[src/rtl/io_port_pkg.sv]
package io_port_pkg;

  typedef enum logic [1:0] {
    SEL_PIN   = 2'd0,
    SEL_DIR   = 2'd1,
    SEL_LATCH = 2'd2,
    SEL_NONE  = 2'd3
  } rd_sel_e;

  typedef struct packed {
    logic    wrDir;
    logic    wrLatch;
    logic    rdStrobe;
    rd_sel_e rdSel;
  } port_strobe_t;

endpackage

[src/rtl/io_port_ctrl.sv]
module io_port_ctrl
  import io_port_pkg::*;
#(
  parameter int ADDR_W     = 2,
  parameter int ADDR_PIN   = 0,
  parameter int ADDR_DIR   = 1,
  parameter int ADDR_LATCH = 2
) (
  input  logic [ADDR_W-1:0] busAddr,
  input  logic              wrEn,
  input  logic              rdEn,
  output port_strobe_t      strobe
);

  localparam logic [ADDR_W-1:0] A_PIN   = ADDR_W'(ADDR_PIN);
  localparam logic [ADDR_W-1:0] A_DIR   = ADDR_W'(ADDR_DIR);
  localparam logic [ADDR_W-1:0] A_LATCH = ADDR_W'(ADDR_LATCH);

  always_comb begin
    strobe          = '0;
    strobe.wrDir    = wrEn && (busAddr == A_DIR);
    strobe.wrLatch  = wrEn && (busAddr == A_LATCH);
    strobe.rdStrobe = rdEn;
    if (busAddr == A_PIN)        strobe.rdSel = SEL_PIN;
    else if (busAddr == A_DIR)   strobe.rdSel = SEL_DIR;
    else if (busAddr == A_LATCH) strobe.rdSel = SEL_LATCH;
    else                         strobe.rdSel = SEL_NONE;
  end

endmodule

[src/rtl/io_port_dp.sv]
module io_port_dp
  import io_port_pkg::*;
#(
  parameter int WIDTH       = 8,
  parameter int SYNC_STAGES = 2
) (
  input  logic             clk,
  input  logic             rst,
  input  port_strobe_t     strobe,
  input  logic [WIDTH-1:0] wrData,
  input  logic [WIDTH-1:0] padIn,
  output logic [WIDTH-1:0] padOut,
  output logic [WIDTH-1:0] padOe,
  output logic [WIDTH-1:0] padPullUp,
  output logic [WIDTH-1:0] rdData
);

  localparam int LAST = SYNC_STAGES - 1;

  logic [WIDTH-1:0] dirQ;
  logic [WIDTH-1:0] latchQ;
  logic [WIDTH-1:0] syncQ [SYNC_STAGES];
  logic [WIDTH-1:0] rdNext;

  always_ff @(posedge clk) begin
    if (rst) begin
      dirQ   <= '0;
      latchQ <= '0;
    end else begin
      if (strobe.wrDir)   dirQ   <= wrData;
      if (strobe.wrLatch) latchQ <= wrData;
    end
  end

  // Input synchronizer chain
  genvar s;
  generate
    for (s = 0; s < SYNC_STAGES; s++) begin : g_sync
      if (s == 0) begin : g_first
        always_ff @(posedge clk) begin
          if (rst) syncQ[0] <= '0;
          else     syncQ[0] <= padIn;
        end
      end else begin : g_next
        always_ff @(posedge clk) begin
          if (rst) syncQ[s] <= '0;
          else     syncQ[s] <= syncQ[s-1];
        end
      end
    end
  endgenerate

  // Pad control, per pin
  genvar b;
  generate
    for (b = 0; b < WIDTH; b++) begin : g_pin
      assign padOe[b]     = dirQ[b];
      assign padOut[b]    = latchQ[b];
      assign padPullUp[b] = ~dirQ[b] & latchQ[b];
    end
  endgenerate

  always_comb begin
    unique case (strobe.rdSel)
      SEL_PIN:   rdNext = syncQ[LAST];
      SEL_DIR:   rdNext = dirQ;
      SEL_LATCH: rdNext = latchQ;
      default:   rdNext = '0;
    endcase
  end

  always_ff @(posedge clk) begin
    if (rst)                  rdData <= '0;
    else if (strobe.rdStrobe) rdData <= rdNext;
  end

endmodule

[src/rtl/io_port_top.sv]
module io_port_top
  import io_port_pkg::*;
#(
  parameter int WIDTH       = 8,
  parameter int ADDR_W      = 2,
  parameter int SYNC_STAGES = 2
) (
  input  logic              clk,
  input  logic              rst,
  input  logic [ADDR_W-1:0] busAddr,
  input  logic              wrEn,
  input  logic [WIDTH-1:0]  wrData,
  input  logic              rdEn,
  output logic [WIDTH-1:0]  rdData,
  input  logic [WIDTH-1:0]  padIn,
  output logic [WIDTH-1:0]  padOut,
  output logic [WIDTH-1:0]  padOe,
  output logic [WIDTH-1:0]  padPullUp
);

  port_strobe_t strobe;

  io_port_ctrl #(
    .ADDR_W    (ADDR_W),
    .ADDR_PIN  (0),
    .ADDR_DIR  (1),
    .ADDR_LATCH(2)
  ) u_ctrl (
    .busAddr(busAddr),
    .wrEn   (wrEn),
    .rdEn   (rdEn),
    .strobe (strobe)
  );

  io_port_dp #(
    .WIDTH      (WIDTH),
    .SYNC_STAGES(SYNC_STAGES)
  ) u_dp (
    .clk      (clk),
    .rst      (rst),
    .strobe   (strobe),
    .wrData   (wrData),
    .padIn    (padIn),
    .padOut   (padOut),
    .padOe    (padOe),
    .padPullUp(padPullUp),
    .rdData   (rdData)
  );

endmodule

[config.mk]
export PLATFORM = sky130hd
export DESIGN_NAME = io_port_top
export DESIGN_NICKNAME = d
export VERILOG_FILES = /design/src/rtl/io_port_pkg.sv /design/src/rtl/io_port_ctrl.sv /design/src/rtl/io_port_dp.sv /design/src/rtl/io_port_top.sv
export SDC_FILE = /design/constraint.sdc
export NUM_CORES = 1
export LEC_CHECK = 0
export ABC_AREA = 1
export BUFFER_PORTS_ARGS = -buffer_cell sky130_fd_sc_hd__buf_2
export CORE_MARGIN = 1.5
export CORE_UTILIZATION = 44
export DETAILED_ROUTE_END_ITERATION = 10
export GPL_TIMING_DRIVEN = 0
export HOLD_SLACK_MARGIN = 0.05
export PLACE_DENSITY_LB_ADDON = 0.08
export SYNTH_ARGS = -nofsm -noshare
export SYNTH_HDL_FRONTEND = slang
export SYNTH_HIERARCHICAL = 1
export SYNTH_SLANG_ARGS = --single-unit
[constraint.sdc]
create_clock -name clk -period 0.8 [get_ports clk]
set_input_delay 0.16 -clock clk [delete_from_list [all_inputs] [get_ports clk]]
set_output_delay 0.16 -clock clk [all_outputs]
set_load 0.01 [all_outputs]
==> impl.org, run 1 <==
** Synth
- The cell area that synthesis handed to floorplanning was 0.00159 mm^2.
- After synthesis, the largest family of logic cells by area is simple AND/OR/NAND/NOR gates.
- Mux cell area share after synthesis :: 0%
- Synth unique cells :: 14
- Summing the areas of all compound-gate instances in the mapped netlist gives 10.7% of the synthesized area.
- Sequential area share after synthesis :: 50.5%
- After synthesis, the mean cell area works out to 7.70 um^2.
- The Yosys step of the flow raised 6 warnings.
- Number of nets in the synthesized netlist :: 228
- Post-Synthesis Cells :: 206
- After Yosys synthesis, XOR and XNOR cells account for 0% of the synthesized area.
- Number of flip-flops and latches in the synthesized netlist :: 40
- Area fraction in and, or, nand and nor cells after synthesis :: 26.8%
- Summing the areas of all fa, ha and maj instances in the mapped netlist gives 0% of the synthesized area.

** Floorplan
- The die is 63.0 um tall.
- Top-level port count :: 54
- The initial utilization of the core area, before any placement, comes to 46.8%.
- Number of rows created at floorplan :: 21
- The total area inside the core boundary comes to 0.00339 mm^2.
- The die covers 0.00397 mm^2.
- The die is 63.0 um wide.

** Pwr
- Worst IR Drop VDD :: 1400 uV
- Power per standard cell area :: 1520 mW/mm^2
- Cell leakage power :: 1.27 nW
- Total power for the finished layout comes to 0.00409 W.

** Finish
- Cells with a size suffix above 1 make up 57.7% of the layout.
- Fill cells in the final layout number 222.
- Number of standard cells in the layout, taps in and fillers out :: 351
- Commonest non-fill, non-tap cell in the layout :: sky130_fd_sc_hd__buf_6
- Leading cell types in the layout, fill and taps excluded :: sky130_fd_sc_hd__buf_6, sky130_fd_sc_hd__nand2_1, sky130_fd_sc_hd__nor2_1
- Layout-stage area growth over the synthesis result :: 69.8%
- Net count, final :: 326
- The number of antenna diodes in the final layout is 0.

** Global route
- Wire length of the first global-routing pass :: 6650 um
- Number of antenna violations at the first check in global routing :: 0
- Entering global routing, the biggest net connects 13 pins.
- Summed over all layers, the global routing overflow is 0.
- The number of global-route vias before repair is 1593.
- In the global route stage, overall resource usage came out at 21.4%.

** Outcome
- The checks that failed: negative setup slack.
- The flow ran to the end, but the final reports show violations.

** Timing
- Setup repair after global routing could not meet its margin everywhere.
- Setup violations remaining at the end of the flow were counted as 42.
- For this run, the top clock speed supported by timing is 899 MHz.
- Final Hold Viols :: 0
- After layout, the worst setup slack is -0.313 ns.
- The clock arrives with 0.00429 ns of skew.
- Worst slew margin relative to its limit :: 74.0%
- For the pin with the worst max-slew slack, the measured transition is 0.390 ns.
- Count of pins over their slew limit :: 0
- Fraction of the cycle the final worst path needs :: 139%
- Worst slack on hold paths :: 0.0620 ns
- For the finished layout, the period the worst path requires is 1.11 ns.

** Setup path
- The setup path with the least slack is of type reg2out.
- For the worst setup path, the data required time is 0.64 ns.
- The worst setup path is captured at an output pin.
- Type of origin of the critical path :: flip-flop
- In this design, the largest share of critical-path delay is due to flip-flops.
- For this run, the slowest stage of the critical path takes 0.38 ns.
- Max Fanout on Critical Path :: 3
- Register-to-register setup slack :: -0.16 ns
- CP Data Arrival Time :: 0.95 ns
- The critical path contains buffers and inverters numbering 2 combined.
- The signal on the critical path passes through inv_2 -> nor2_1 -> buf_2.
- Among all stages on the critical path, the largest delay is contributed by sky130_fd_sc_hd__dfxtp_4.

** Detailed routing
- Per-cell via count in the routed design :: 4.73
- Across all layers, the routed design uses 1659 vias.
- Final routed wirelength across all metal layers :: 4300 um
- Iteration-0 DRC Markers :: 70
- Dividing the detail-routed wire length by the instance count gives 12.3 um.
- The detail route stage leaves a number of antenna-violating nets equal to 0.
- After detailed routing, the number of remaining DRC violations is 0.
- Count of TritonRoute iterations in the first routing pass :: 4

** Clock network
- At the later pin of the worst-skew pair, clock insertion delay measures 0.34 ns.
- Number of clock buffers inserted by TritonCTS :: 5
- After clock tree synthesis, the clock-pin slew on the worst setup and hold paths is 0.11 ns.
- Clk sinks :: 40
- Clock Tree Root :: sky130_fd_sc_hd__clkbuf_4
- TritonCTS built the clock tree.
- The H-tree generated during clock tree synthesis spans 2 levels.
- The clock passes through at most 2 buffers.

** Run
- Number of max-cap violations :: 0

** Place
- The congestion estimate from routability-driven global placement came to 0.757.
- Counting tap cells, the placed design contains a total of 303 instances.
- Once detailed placement completed, the half-perimeter wirelength came to 2570 um.
- I/O Buffers :: 51
- Worst slack, placed :: -0.275 ns

** Hold path
- Min-delay worst type :: in2reg
-- timing repair --
item | CTS | global route
setup endpoints to repair | 38 | 42
hold buffers | 8 | 1
resized for setup | 70 | 38
buffers inserted | 25 | 7
hold endpoints to repair | 8 | 1
gates cloned | 0 | 0
pin swaps | 11 | 23
-- kinds of logic after synthesis --
family                 after synthesis
AO/OA/AOI/OAI                       24
AND/OR/NAND/NOR                    101
flip-flops                          40
buffers and inverters               41
-- per-stage QoR --
step	instance area, um^2	TNS, ns	util [%]
final	2690	-8.07	79.4
after global routing	2690	-10.01	79.4
after CTS	2510	-8.05	74.0
after detailed placement	1900	-5.04	56.1
after global placement	1900	-4.69	56.1
after floorplan	1590	-0.247	-
-- sequential cells by signal, indices dropped and copies added, names as in the netlist --
signal / flops
u_dp/rdData: 8
u_dp/syncQ: 16
u_dp/padOut: 8
u_dp/padOe: 8
-- Yosys cell counts --
master                     count  area (um^2)
sky130_fd_sc_hd__clkbuf_1      3         11.3
sky130_fd_sc_hd__a21oi_2       8         70.1
sky130_fd_sc_hd__inv_2         2         7.51
sky130_fd_sc_hd__dfxtp_1      40          801
sky130_fd_sc_hd__buf_4         2         15.0
sky130_fd_sc_hd__buf_6         3         33.8
sky130_fd_sc_hd__a21oi_1       8         40.0
sky130_fd_sc_hd__nand3_1      24          120
sky130_fd_sc_hd__inv_1        27          101
sky130_fd_sc_hd__buf_2         4         20.0
sky130_fd_sc_hd__nand2_1      42          158
sky130_fd_sc_hd__nor2_8        1         20.0
sky130_fd_sc_hd__a211oi_1      8         60.1
sky130_fd_sc_hd__nor2_1       34          128
-- power breakdown --
part           switching, W  internal (W)  total [W]
Sequential        0.0000489       0.00207    0.00212
Clock              0.000637      0.000655    0.00129
Combinational      0.000331      0.000355   0.000686
Total               0.00102       0.00308    0.00409
-- per-layer routing --
layer | up-vias | routed length (um) | part of all wire (%) | GRT usage [%]
met4 | 0 | 112 | 2.6 | 8.89
met3 | 13 | 197 | 4.6 | 4.68
met5 | - | 0 | 0 | 0
met1 | 755 | 1850 | 43 | 25.8
met2 | 53 | 2140 | 50 | 36.6
li1 | 838 | - | - | -
-- worst paths after layout --
path	from	end	depth (start not counted)
min	wrData[5]	u_dp/padOe[5]	3
max reg2reg	u_dp/padOut[2]	u_dp/rdData[2]	6
min reg2reg	u_dp/syncQ[0][0]	u_dp/syncQ[1][0]	2
max	u_dp/padOut[6]	padPullUp[6]	3
-- worst min-delay path, stage by stage --
cell	delay [ns]
sky130_fd_sc_hd__buf_2	0.10
sky130_fd_sc_hd__nand2_1	0.06
sky130_fd_sc_hd__a21oi_1	0.05
-- layout make-up --
| class | instances | area, um^2 | area share [%] |
|---|---|---|---|
| clock buffers | 6 | 41.3 | 1.53 |
| repair buffers | 91 | 769 | 28.6 |
| well taps | 46 | 57.6 | 2.14 |
| flip-flops and latches | 40 | 843 | 31.3 |
| multi-input cells | 125 | 752 | 27.9 |
| clock inverters | 2 | 35.0 | 1.30 |
| inverters | 29 | 109 | 4.04 |
| plain buffers | 12 | 83.8 | 3.11 |
Power figures use the tool's default switching activity.
==> run 2: changes to the inputs <==
Settings changed: CORE_UTILIZATION 44 to 46, CTS_BUF_LIST set to sky130_fd_sc_hd__clkbuf_8.
==> impl.org, run 2 (synthesis results as in run 1) <==
** Finish
- Flip-flop count of the largest register after layout :: 16 (unchanged)
- The library cell used most frequently in the layout, excluding fill and tap cells, is sky130_fd_sc_hd__buf_6.
- Ranked by flip-flop count, first place goes to u_dp/syncQ.
- Number of filler instances in the final layout :: 210 (-5.4%)
- The net count of the finished layout is 317 (-2.8%).
- Leading cell types in the layout, fill and taps excluded :: sky130_fd_sc_hd__buf_6, sky130_fd_sc_hd__nor2_1, sky130_fd_sc_hd__nand2_1
- Relative to the synthesized area, the layout overhead comes to 68.8%.
- The ratio of cells with drive above 1 in the final layout was 61.5% (+3.8 points).
- The antenna diode count was 0 (unchanged).

** Timing
- The headroom to the max-slew limit was 73.8% (-0.18 points).
- The post-route setup TNS is -5.96 ns (+2.11 ns).
- Count of pins over their slew limit :: 0 (unchanged)
- Worst slack on hold paths :: 0.0654 ns (+0.00337 ns)
- Setup repair after global routing missed its margin :: true
- The portion of the clock cycle consumed by the worst path in the final layout came to 133% (-6.1 points).
- The minimum setup slack in the final design came to -0.264 ns (+0.0490 ns).
- The clock tree skew after final layout was 0.00661 ns (+0.00232 ns).
- The timing-limited maximum frequency was 940 MHz (+4.6%).
- Final setup violation count :: 40 (-4.8%)
- Final period demand of the worst path :: 1.06 ns (-0.0490 ns)
- Final Hold Viols :: 0 (unchanged)
- The slew at the pin closest to its max-slew limit came to 0.393 ns (+0.00269 ns).

** Place
- The number of buffers added on ports was 51 (unchanged).
- The global placer's final weighted congestion came to 0.785 (+3.6%).
- Worst slack, placed :: -0.270 ns (+0.00471 ns)
- Post-detail-place hpwl :: 2540 um (-1.1%)

** Global route
- The global-route usage over all layers was 21.9% (+0.52 points).
- The sum of overflow across all layers after global routing came to 0 (unchanged).
- The number of global-route vias before repair was 1461 (-8.3%).
- The maximum number of pins on one net before global-route repair came to 13 (unchanged).
- Wire length of the first global-routing pass :: 6030 um (-9.3%)
- Number of antenna violations at the first check in global routing :: 0 (unchanged)

** Setup path
- The flop-to-flop setup slack came to -0.16 ns (about the same).
- Crit Reg-Reg Startpoint :: u_dp/padOut[1]
- The arrival time at the worst endpoint is 0.90 ns (-0.05 ns).
- Worst endpoint required time :: 0.64 ns (about the same)
- Largest stage delay, worst path :: 0.36 ns (-0.02 ns)
- Depth of the worst register-to-register path :: 6 (unchanged)
- Worst reg2reg endpoint :: u_dp/rdData[1]
- The worst setup path is captured at an output pin.
- The critical path goes through inv_2 -> nor2_1 -> buf_2.
- The slowest stage of the critical path is the sky130_fd_sc_hd__dfxtp_2 cell.
- Critical path origin :: u_dp/padOut[1]
- Type of origin of the critical path :: flip-flop
- Start-to-end type of the worst setup path :: reg2out
- Max Fanout on Critical Path :: 2 (-1)

** Hold path
- The worst hold path begins at padIn[0].
- Min-delay worst type :: in2reg
- Worst hold path stage count :: 3 (unchanged)
- The worst hold path terminates at u_dp/syncQ[0][0].

** Clock network
- The level count of the clock H-tree came to 2 (unchanged).
- Source-to-sink clock delay at the later pin of the worst-skew pair :: 0.29 ns (-0.05 ns)
- The number of buffers inserted for hold repair after clock tree synthesis is 0 (-8).
- Number of clock buffers inserted by TritonCTS :: 5 (unchanged)
- Clock tree buffer depth :: 2 (unchanged)
- Clk sinks :: 40 (unchanged)
- TritonCTS built the clock tree.
- The clock edge transition at the registers on the reported setup and hold paths came to 0.08 ns (-0.03 ns).
- The cell sitting at the root of the clock tree is a sky130_fd_sc_hd__clkbuf_8.

** Detailed routing
- Remaining antenna violation count :: 0 (unchanged)
- Routed length per placed instance :: 13.5 um (+11%)
- The number of vias in the routed layout came to 1681 (+1.3%).
- The sum of routed wire length over all layers is 4630 um (+7.7%).
- Remaining DRCs :: 0 (unchanged)
- The detailed-router iteration count before antenna repair is 4 (unchanged).
- Iteration-0 DRC Markers :: 39 (-44%)
- Per-cell via count in the routed design :: 4.92 (+4.0%)

** Floorplan
- The core area is 0.00331 mm^2 (-2.3%).
- Top-level port count :: 54 (unchanged)
- Starting utilization of the core area :: 47.9% (+1.1 points)
- The die span in x came to 61.7 um (-2.1%).
- Number of rows created at floorplan :: 21 (unchanged)
- Die Span Y :: 61.7 um (-2.1%)
- The area of the die was 0.00381 mm^2 (-4.1%).

** Pwr
- The leakage power figure is 1.25 nW (-0.90%).
- Post-layout total power :: 0.00438 W (+7.0%)
- Power per standard cell area :: 1640 mW/mm^2 (+7.6%)
- The largest voltage drop on the vdd net is 1290 uV (-8.1%).

** Outcome
- Failing checks :: negative setup slack
- Run status :: finished with violations

** Run
- The number of max-cap violations came to 0 (unchanged).
run 2: how the worst max path moves through the flow:
stage / end / slack, ns / depth (start not counted)
final: padPullUp[1] / -0.26 / 3
after global routing: padPullUp[1] / -0.34 / 3
after CTS: padPullUp[5] / -0.23 / 3
after detailed placement: u_dp/rdData[6] / -0.27 / 8
after global placement: u_dp/rdData[5] / -0.26 / 8
after floorplan: u_dp/rdData[3] / -0.03 / 7
run 2: power by group:
group | switching (W) | internal, W
combinational | 0.000338 | 0.000333
clock | 0.000674 | 0.000913
sequential | 0.0000568 | 0.00207
run 2: metrics by stage:
stage | instances | instance area (um^2) | util (%)
after global placement | 303 | 1900 | 57.4
after floorplan | 206 | 1590 | -
after global routing | 342 | 2680 | 80.8
after detailed placement | 303 | 1900 | 57.4
final | 342 | 2680 | 80.8
after CTS | 333 | 2400 | 72.6
run 2: final cells by class:
type,instances,area (um^2),share of cell area (%)
flip-flops and latches,40,843,31.5
clock buffers,5,68.8,2.57
well taps,46,57.6,2.15
clock inverters,3,38.8,1.45
inverters,29,115,4.30
plain buffers,12,86.3,3.23
repair buffers,82,698,26.1
multi-input cells,125,768,28.7
run 2: layer usage:
| layer | vias to the layer above | wire length [um] | track usage, % |
|---|---|---|---|
| met5 | - | 0 | 0 |
| met4 | 0 | 95 | 10.3 |
| met3 | 10 | 243 | 3.93 |
| met2 | 65 | 2370 | 40.0 |
| met1 | 790 | 1920 | 24.5 |
| li1 | 816 | - | - |
run 2: repair_timing:
item / CTS / global route
pin swaps: 11 / 21
setup buffers: 22 / 13
endpoints found under the setup margin: 37 / 48
resized for setup: 66 / 58
run 2: worst max-delay path: cells and delay by family (launching register included):
kind / cells / cell delay [ns]
AND/OR/NAND/NOR: 1 / 0.09
flip-flops: 1 / 0.36
buffers and inverters: 2 / 0.17
